[config.mk]
export PLATFORM = sky130hd
export DESIGN_NAME = sdclk_gen
export DESIGN_NICKNAME = d
export VERILOG_FILES = /design/src/rtl/sdclk_pkg.sv /design/src/rtl/sdclk_cfg.sv /design/src/rtl/sdclk_div.sv /design/src/rtl/sdclk_stable.sv /design/src/rtl/sdclk_timeout.sv /design/src/rtl/sdclk_gen.sv
export SDC_FILE = /design/constraint.sdc
export NUM_CORES = 1
export LEC_CHECK = 0
export BUFFER_PORTS_ARGS = -buffer_cell sky130_fd_sc_hd__buf_2
export CORE_AREA = 3 3 134 104
export CTS_BUF_LIST = sky130_fd_sc_hd__clkbuf_8
export DETAILED_ROUTE_END_ITERATION = 10
export DIE_AREA = 0 0 137 107
export MAX_ROUTING_LAYER = met4
export PLACE_DENSITY = 0.84
export REMOVE_ABC_BUFFERS = 1
export SLEW_MARGIN = 20
export SYNTH_ARGS = -nofsm -noshare
export SYNTH_HDL_FRONTEND = slang
export SYNTH_SLANG_ARGS = --single-unit
[constraint.sdc]
create_clock -name clk_i -period 3.25 [get_ports clk_i]
set_input_delay 0.65 -clock clk_i [delete_from_list [all_inputs] [get_ports clk_i]]
set_output_delay 0.65 -clock clk_i [all_outputs]
set_load 0.01 [all_outputs]
[src/rtl/sdclk_pkg.sv]
package sdclk_pkg;
  // Field positions in the system-control register word.
  localparam int LDIV_LSB = 4;
  localparam int PRE_LSB  = 8;
  localparam int EXP_LSB  = 16;
endpackage

[src/rtl/sdclk_cfg.sv]
module sdclk_cfg
  import sdclk_pkg::*;
#(
  parameter int REG_W  = 32,
  parameter int PRE_W  = 8,
  parameter int LDIV_W = 4,
  parameter int EXP_W  = 4,
  parameter int FACT_W = PRE_W + 1 + LDIV_W
) (
  input  logic              clk_i,
  input  logic              rst_ni,
  input  logic              we_i,
  input  logic [REG_W-1:0]  wdata_i,
  input  logic              div_open_i,
  input  logic              run_i,
  output logic [FACT_W-1:0] factor_o,
  output logic [EXP_W-1:0]  exp_o
);
  logic [PRE_W-1:0]  pre_q, pre_n;
  logic [LDIV_W-1:0] ldiv_q, ldiv_n;
  logic [EXP_W-1:0]  exp_q, exp_n;
  logic [FACT_W-1:0] pre_mult, raw_fact;
  logic              unused_wdata;

  assign unused_wdata = ^{wdata_i[REG_W-1:EXP_LSB+EXP_W], wdata_i[LDIV_LSB-1:0]};

  always_comb begin
    pre_n  = pre_q;
    ldiv_n = ldiv_q;
    exp_n  = exp_q;
    if (we_i) begin
      exp_n = wdata_i[EXP_LSB +: EXP_W];
      if (div_open_i) begin
        pre_n  = wdata_i[PRE_LSB +: PRE_W];
        ldiv_n = wdata_i[LDIV_LSB +: LDIV_W];
      end
    end
  end

  always_ff @(posedge clk_i or negedge rst_ni) begin
    if (!rst_ni) begin
      pre_q  <= '0;
      ldiv_q <= '0;
      exp_q  <= '0;
    end else if (we_i) begin
      pre_q  <= pre_n;
      ldiv_q <= ldiv_n;
      exp_q  <= exp_n;
    end
  end

  // Highest set prescale bit selects the power of two.
  always_comb begin
    pre_mult = FACT_W'(1);
    for (int i = 0; i < PRE_W; i++) begin
      if (pre_q[i]) pre_mult = FACT_W'(2) << i;
    end
    raw_fact = pre_mult * (FACT_W'(ldiv_q) + FACT_W'(1));
    factor_o = (raw_fact < FACT_W'(2)) ? FACT_W'(2) : raw_fact;
  end

  assign exp_o = exp_q;

  AST_DIV_FROZEN: assert property (@(posedge clk_i) disable iff (!rst_ni)
    run_i |=> $stable(factor_o));

endmodule

[src/rtl/sdclk_div.sv]
module sdclk_div #(
  parameter int FACT_W = 13
) (
  input  logic              clk_i,
  input  logic              rst_ni,
  input  logic              en_i,
  input  logic [FACT_W-1:0] factor_i,
  output logic              card_clk_o,
  output logic              run_o,
  output logic              tick_o
);
  logic [FACT_W-1:0] cnt_q, cnt_n, half, last;
  logic              run_q, run_n, clk_q, clk_n;

  assign half = factor_i >> 1;
  assign last = factor_i - FACT_W'(1);

  always_comb begin
    run_n = run_q;
    cnt_n = cnt_q;
    if (!run_q) begin
      run_n = en_i;
      cnt_n = '0;
    end else if (!en_i && (cnt_q >= half)) begin
      run_n = 1'b0;
      cnt_n = '0;
    end else begin
      cnt_n = (cnt_q == last) ? '0 : cnt_q + FACT_W'(1);
    end
    clk_n = run_n && (cnt_n < half);
  end

  always_ff @(posedge clk_i or negedge rst_ni) begin
    if (!rst_ni) begin
      run_q <= 1'b0;
      cnt_q <= '0;
      clk_q <= 1'b0;
    end else begin
      run_q <= run_n;
      cnt_q <= cnt_n;
      clk_q <= clk_n;
    end
  end

  assign card_clk_o = clk_q;
  assign run_o      = run_q;
  assign tick_o     = run_q && (cnt_q == last);

  AST_NO_RUNT: assert property (@(posedge clk_i) disable iff (!rst_ni)
    $fell(clk_q) |-> (run_q && cnt_q == half));
  AST_GATED_LOW: assert property (@(posedge clk_i) disable iff (!rst_ni)
    !run_q |-> !clk_q);
  AST_CNT_RANGE: assert property (@(posedge clk_i) disable iff (!rst_ni)
    run_q |-> (cnt_q < factor_i));

endmodule

[src/rtl/sdclk_stable.sv]
module sdclk_stable #(
  parameter int STABLE_CYCLES = 64
) (
  input  logic clk_i,
  input  logic rst_ni,
  input  logic en_i,
  output logic stable_o
);
  localparam int SW = $clog2(STABLE_CYCLES + 1);

  logic [SW-1:0] cnt_q, cnt_n;
  logic          done;

  assign done = (cnt_q == SW'(STABLE_CYCLES));

  always_comb begin
    if (!en_i)     cnt_n = '0;
    else if (done) cnt_n = cnt_q;
    else           cnt_n = cnt_q + SW'(1);
  end

  always_ff @(posedge clk_i or negedge rst_ni) begin
    if (!rst_ni) cnt_q <= '0;
    else         cnt_q <= cnt_n;
  end

  assign stable_o = en_i && done;

  AST_STABLE_NEEDS_EN: assert property (@(posedge clk_i) disable iff (!rst_ni)
    $rose(stable_o) |-> $past(en_i));
  AST_STABLE_RESTART: assert property (@(posedge clk_i) disable iff (!rst_ni)
    !en_i |=> (cnt_q == '0));

endmodule

[src/rtl/sdclk_timeout.sv]
module sdclk_timeout #(
  parameter int EXP_W   = 4,
  parameter int TO_BASE = 13
) (
  input  logic             clk_i,
  input  logic             rst_ni,
  input  logic             tick_i,
  input  logic             active_i,
  input  logic [EXP_W-1:0] exp_i,
  output logic             dto_o
);
  localparam int TO_W = TO_BASE + (1 << EXP_W);

  logic [TO_W-1:0] cnt_q, cnt_n, limit;
  logic            dto_q, dto_n;

  assign limit = TO_W'(1) << (TO_BASE + int'(exp_i));

  always_comb begin
    if (active_i)                    cnt_n = '0;
    else if (tick_i && cnt_q < limit) cnt_n = cnt_q + TO_W'(1);
    else                             cnt_n = cnt_q;
    dto_n = !active_i && (dto_q || (cnt_n >= limit));
  end

  always_ff @(posedge clk_i or negedge rst_ni) begin
    if (!rst_ni) begin
      cnt_q <= '0;
      dto_q <= 1'b0;
    end else begin
      cnt_q <= cnt_n;
      dto_q <= dto_n;
    end
  end

  assign dto_o = dto_q;

  AST_TO_CLEAR: assert property (@(posedge clk_i) disable iff (!rst_ni)
    active_i |=> !dto_o);
  AST_TO_STICKY: assert property (@(posedge clk_i) disable iff (!rst_ni)
    (dto_o && !active_i) |=> dto_o);
  AST_TO_ONSET: assert property (@(posedge clk_i) disable iff (!rst_ni)
    $rose(dto_o) |-> (cnt_q != '0));

endmodule

[src/rtl/sdclk_gen.sv]
module sdclk_gen #(
  parameter int REG_W         = 32,
  parameter int PRE_W         = 8,
  parameter int LDIV_W        = 4,
  parameter int EXP_W         = 4,
  parameter int TO_BASE       = 13,
  parameter int STABLE_CYCLES = 64
) (
  input  logic             clk_i,
  input  logic             rst_ni,
  input  logic             ctl_we_i,
  input  logic [REG_W-1:0] ctl_wdata_i,
  input  logic             clk_en_i,
  input  logic             data_active_i,
  output logic             card_clk_o,
  output logic             clk_stable_o,
  output logic             data_timeout_o
);
  localparam int FACT_W = PRE_W + 1 + LDIV_W;

  logic [1:0]        rst_sync_q;
  logic              rst_n;
  logic              run, tick, div_open;
  logic [FACT_W-1:0] factor;
  logic [EXP_W-1:0]  dto_exp;

  // Asynchronous assertion, synchronous release.
  always_ff @(posedge clk_i or negedge rst_ni) begin
    if (!rst_ni) rst_sync_q <= '0;
    else         rst_sync_q <= {rst_sync_q[0], 1'b1};
  end
  assign rst_n = rst_sync_q[1];

  assign div_open = !clk_en_i && !run;

  sdclk_cfg #(
    .REG_W (REG_W),
    .PRE_W (PRE_W),
    .LDIV_W(LDIV_W),
    .EXP_W (EXP_W),
    .FACT_W(FACT_W)
  ) u_cfg (
    .clk_i     (clk_i),
    .rst_ni    (rst_n),
    .we_i      (ctl_we_i),
    .wdata_i   (ctl_wdata_i),
    .div_open_i(div_open),
    .run_i     (run),
    .factor_o  (factor),
    .exp_o     (dto_exp)
  );

  sdclk_div #(
    .FACT_W(FACT_W)
  ) u_div (
    .clk_i     (clk_i),
    .rst_ni    (rst_n),
    .en_i      (clk_en_i),
    .factor_i  (factor),
    .card_clk_o(card_clk_o),
    .run_o     (run),
    .tick_o    (tick)
  );

  sdclk_stable #(
    .STABLE_CYCLES(STABLE_CYCLES)
  ) u_stable (
    .clk_i   (clk_i),
    .rst_ni  (rst_n),
    .en_i    (clk_en_i),
    .stable_o(clk_stable_o)
  );

  sdclk_timeout #(
    .EXP_W  (EXP_W),
    .TO_BASE(TO_BASE)
  ) u_timeout (
    .clk_i   (clk_i),
    .rst_ni  (rst_n),
    .tick_i  (tick),
    .active_i(data_active_i),
    .exp_i   (dto_exp),
    .dto_o   (data_timeout_o)
  );

endmodule

==> metrics.md, run 1 <==
| Metric | Value |
|---|---|
| Top FF cell, synth | dfrtp_1 |
| GRT Total Usage | 68.2% |
| Sink Count | 70 |
| Initial Util | approximately 59% |
| Seq/Total Area, Yosys | 23.1% |
| GP Congestion | 0.973 |
| Total gr overflow | 9 |
| Synth Register Bits | 70 |
| H-tree level count | 3 |
| Root buf cell | clkbuf_8 |
| Pre-CTS setup slack | -6.30 ns |
| Number of buffers created by CTS | 9 |
| Syn Std Cell Area | approximately 0.0076 sq mm |
| Largest net degree at the start of global routing | 48 |
| Post-synthesis instance total | 866 |
| Ys async rst share | 100% |
| Outcome | stopped before the end |
| GRT repair_timing worst endpoint | u_timeout.dto_o$_DFF_PN0_/D |
| Syn Area/Cell | between 8 and 9 sq um |
| I/O Pins | 40 |
| Stop err | [ERROR GRT-0232] Routing congestion too high. Check the congestion heatmap in the GUI. |
| YS warnings | 0 |
| Worst endpoint type | register input |
| Stop stage | global routing |
| Post-synth EDFFs | 0 |
| Number of port buffers | 23 |
| Die H | 107 microns |
| Hpwl dp | 18.1 mm |
| FP Rows | 36 |
| Library cells used by synthesis | 67 |
| DIE WIDTH | 137 microns |
| Max Root-Sink Buffers | 2 |
synth_stat cells (14+ instances only):
cell type / instances / area, sq um
nand2_1: 57 / 214
nor3_1: 21 / 105
a21oi_1: 32 / 160
fa_1: 20 / 400
dfrtp_1: 70 / 1750
a21o_1: 19 / 143
inv_1: 49 / 184
nand3_1: 40 / 200
nor4_1: 20 / 125
nor2_1: 87 / 327
o21ai_0: 17 / 85.1
xnor2_1: 19 / 166
and3_1: 20 / 125
xor2_1: 22 / 193
nand2b_1: 14 / 87.6
mux2_2: 28 / 315
nand4_1: 23 / 144
ha_1: 109 / 1360
clkbuf_1: 20 / 75.1
nor2b_1: 39 / 244
routing by layer:
| metal | GRT overflow | track usage (%) |
|---|---|---|
| met1 | 0 | 69.9 |
| met2 | 4 | 84.3 |
| met3 | 0 | 48.4 |
| met4 | 5 | 61.5 |
| met5 | - | - |
stage by stage:
stage	instance area, sq um	std cells
after CTS	11000	1329
after detailed placement	9700	1286
after global placement	9700	1286
after floorplan	7510	850
what timing repair did:
action / in CTS
gates resized for setup: 184
pin swaps: 89
hold buffers: 0
setup endpoints to repair: 45
buffers inserted: 28
cloned: 2
cells by family after synthesis:
| family | Yosys count | synth area share [%] |
|---|---|---|
| AND/OR/NAND/NOR | 367 | 25.1 |
| adder cells (fa/ha/maj) | 129 | 23.2 |
| AO/OA/AOI/OAI | 127 | 11.6 |
| buffers and inverters | 81 | 4.30 |
| flip-flops | 70 | 23.1 |
| XOR/XNOR | 45 | 5.98 |
| multiplexers | 45 | 6.61 |
| other | 2 | 0.0989 |
==> run 2: changes to the inputs <==
- CORE_AREA: 3 3 134 104 -> 3 3 142 144
- CTS_BUF_LIST: sky130_fd_sc_hd__clkbuf_8 -> default
- DIE_AREA: 0 0 137 107 -> 0 0 145 147
- MAX_ROUTING_LAYER: met4 -> default
- PLACE_DENSITY: 0.84 -> default
- PLACE_DENSITY_LB_ADDON: default -> 0.15
==> metrics.md, run 2 <==
| Metric | Value |
|---|---|
| Crit path DAT | a little over 9 ns |
| Vias in the first global route | 7509 |
| Crit-path leading delay family | simple AND/OR/NAND/NOR gates |
| Worst path bufs/invs | 3 |
| Antenna violations before repair | 0 |
| Failing checks | negative setup slack |
| Max FFs per register | 29 |
| Synth Register Bits | 70 |
| I/O Pins | 40 |
| N_diodes | 0 |
| Core Region | 0.0188 sq mm |
| Register name with the most flops | u_timeout.cnt_q |
| Worst R2R Path Depth | 35 |
| Number of port buffers | 23 |
| Antenna viol nets, final | 0 |
| Hpwl dp | between 15 and 20 mm |
| GRT Total Usage | 21.8% |
| First-pass GRT wire length | around 38 mm |
| DR WL/cell | 16.4 microns |
| Via density | 5.20 |
| Synth top area share | 23.1% |
| R2R Path End | u_timeout.dto_o |
| Met2 Resource Use GR | 38.9% |
| Element type at the critical path start | flop |
| Final core area utilization | a little over three fifths |
| Worst relative slew slack | 35.1% |
| Maxcap violations | 0 |
| GP Congestion | between 0.8 and 0.9 |
| Fillers | 1613 |
| Critical path's slowest cell | or4_4 |
| Ys async rst share | 100% |
| Area contributors post-synth | dfrtp_1 23%, ha_1 18%, fa_1 5.3%, nor2_1 4.3%, mux2_2 4.2% |
| DIE WIDTH | 145 microns |
| CP dominant cell by count | or4_4 |
| Syn Std Cell Area | 0.00759 sq mm |
| Worst endpoint required time | about 3.5 ns |
| FP Rows | 50 |
| Yosys top cell by area | dfrtp_1 |
| Number of buffers created by CTS | 9 |
| Hold Violations, Final | 0 |
| DRC | 0 |
| Cell with the most instances after synthesis | ha_1 |
| Worst-Skew Late Latency | 0.36 ns |
| Pre-CTS setup slack | -6.11 ns |
| Critical Path Sink Type | flop |
| Regs by FF count | u_timeout.cnt_q: 29 flops, u_div.cnt_q: 13 flops, u_cfg.pre_q: 8 flops |
| Post-synth EDFFs | 0 |
| Seq/Total Area, Yosys | roughly 23% |
| Worst R2R Start | u_cfg.pre_q[6] |
| Tot Pwr | 10.1 mW |
| CP Max Fanout | 6 |
| Sink Count | 70 |
| GRT met3 Usage | 2.44% |
| Most frequent cells in the layout | 263 x buf_4, 91 x ha_1, 69 x dfrtp_1 |
| Root buf cell | clkbuf_16 |
| Top FF cell, synth | dfrtp_1 |
| Total gr overflow | 0 |
| Clock skew | around 0.012 ns |
| Nets | 1350 |
| Vias | between 7000 and 8000 |
| Max Fclk | 0.112 GHz |
| Tmin final | 8.92 ns |
| H-tree level count | 3 |
| Pwr Density | approximately 850 mW/mm^2 |
| First-pass DRT Iterations | 5 |
| Setup tns final | -200.82 ns |
| YS warnings | 0 |
| Final Setup Violations | 45 |
| Final Cycle Share | 274% |
| Final WL | 23.8 mm |
| Tightest Pin Transition | slightly below 1 ns |
| Max Root-Sink Buffers | 2 |
| Worst hold path type | input port to asynchronous set/reset pin |
| Cell leakage power | about 5.7 nW |
| Area growth, synth to finish | 55.9% |
| Final cell count without fillers | roughly 1400 |
| Final Max Tran Viols | 0 |
| Met1 Usage GRT | 27.8% |
| Reg-to-reg slack, setup | -5.67 ns |
| Clk slew on worst S/H paths | about 0.070 ns |
| Commonest non-fill, non-tap cell in the layout | buf_4 |
| Syn Area/Cell | 8.77 sq um |
| Peak supply drop | 0.000943 V |
| Cells after DPL | roughly 1400 |
| CP max stage delay | 0.57 ns |
| TritonCTS clock tree | yes |
| Die H | roughly 150 microns |
| Fraction of layout cells with a size suffix above 1 | ~43% |
| Initial Util | 40.3% |
| Busiest grt layer | met2 |
| Outcome | complete, but fails checks |
| Library cells used by synthesis | 67 |
| RSZ-0062 raised after global routing | true |
| Post-synthesis instance total | 866 |
| Most frequent cells after synthesis | 109 x ha_1, 87 x nor2_1, 70 x dfrtp_1 |
| Setup ws final | -5.67 ns |
| Largest net degree at the start of global routing | 69 |
| DRT iter0 DRCs | about 440 |
| CP Class | flop to flop |
| Die Footprint | 0.0213 sq mm |
-- run 2: worst reg2reg max path, delay by kind of cell (launching register included) --
family / cells / cell delay [ns]
AO/OA/AOI/OAI: 9 / 1.54
XOR/XNOR: 2 / 0.35
adder cells (fa/ha/maj): 6 / 2.10
buffers and inverters: 3 / 0.33
flip-flops: 1 / 0.38
AND/OR/NAND/NOR: 15 / 4.12
-- run 2: stage by stage --
stage / cell area [sq um] / hold slack (ns)
floorplan: 7510 / 0.331
global placement: 9890 / 0.334
detailed placement: 9890 / 0.338
CTS: 11500 / 0.0627
global route: 11800 / 0.0657
finish: 11800 / 0.0732
-- run 2: worst max path at each step --
| stage | start | to | cells past startpoint |
|---|---|---|---|
| after detailed placement | u_cfg.pre_q[6] | u_timeout.dto_o | 37 |
| after global placement | u_cfg.pre_q[6] | u_timeout.dto_o | 36 |
| after CTS | u_cfg.pre_q[4] | u_timeout.dto_o | 37 |
| after global routing | u_cfg.pre_q[6] | u_timeout.dto_o | 39 |
| after floorplan | u_cfg.pre_q[7] | u_timeout.dto_o | 39 |
| final | u_cfg.pre_q[6] | u_timeout.dto_o | 35 |
-- run 2: cell type report --
class	count	area [sq um]	share of cell area [%]
clock buffers	9	225	1.90
clock inverters	7	145	1.23
inverters	51	191	1.62
multi-input cells	729	6610	55.9
flip-flops and latches	70	1760	14.8
well taps	260	325	2.75
repair buffers	323	2580	21.8
-- run 2: kinds of logic (layout without fill, tap and decap cells) --
kind of cell             count (synthesis)  in the layout  share of synthesized area (%)
AND/OR/NAND/NOR                        367            367                           25.1
AO/OA/AOI/OAI                          127            127                           11.6
multiplexers                            45             45                           6.61
XOR/XNOR                                45             45                           5.98
flip-flops                              70             70                           23.1
other                                    2             16                         0.0989
adder cells (fa/ha/maj)                129            129                           23.2
buffers and inverters                   81            390                           4.30
-- run 2: metal layers --
metal | share of wire, % | vias up
met5 | 0 | -
met3 | 3.0 | 35
met4 | 2.1 | 0
li1 | - | 3719
met2 | 51 | 141
met1 | 44 | 3640
-- run 2: timing repair --
action                                  4_1_cts  5_1_grt
gates resized for setup                     199       62
buffers inserted                             29       23
endpoints found under the setup margin       45       45
cloned                                        2        1
hold buffers                                  0        0
pin swaps                                    78       69
-- run 2: report_power, final --
part | switching, mW | leakage (nW) | total, mW | internal, mW
Clock | 0.448 | 0.176 | 1.28 | 0.833
Sequential | 0.114 | 0.923 | 1.11 | 1.00
Combinational | 3.67 | 4.59 | 7.70 | 4.03
Total | 4.23 | 5.69 | 10.1 | 5.87
Note: power is estimated with default switching activity, not from simulation.
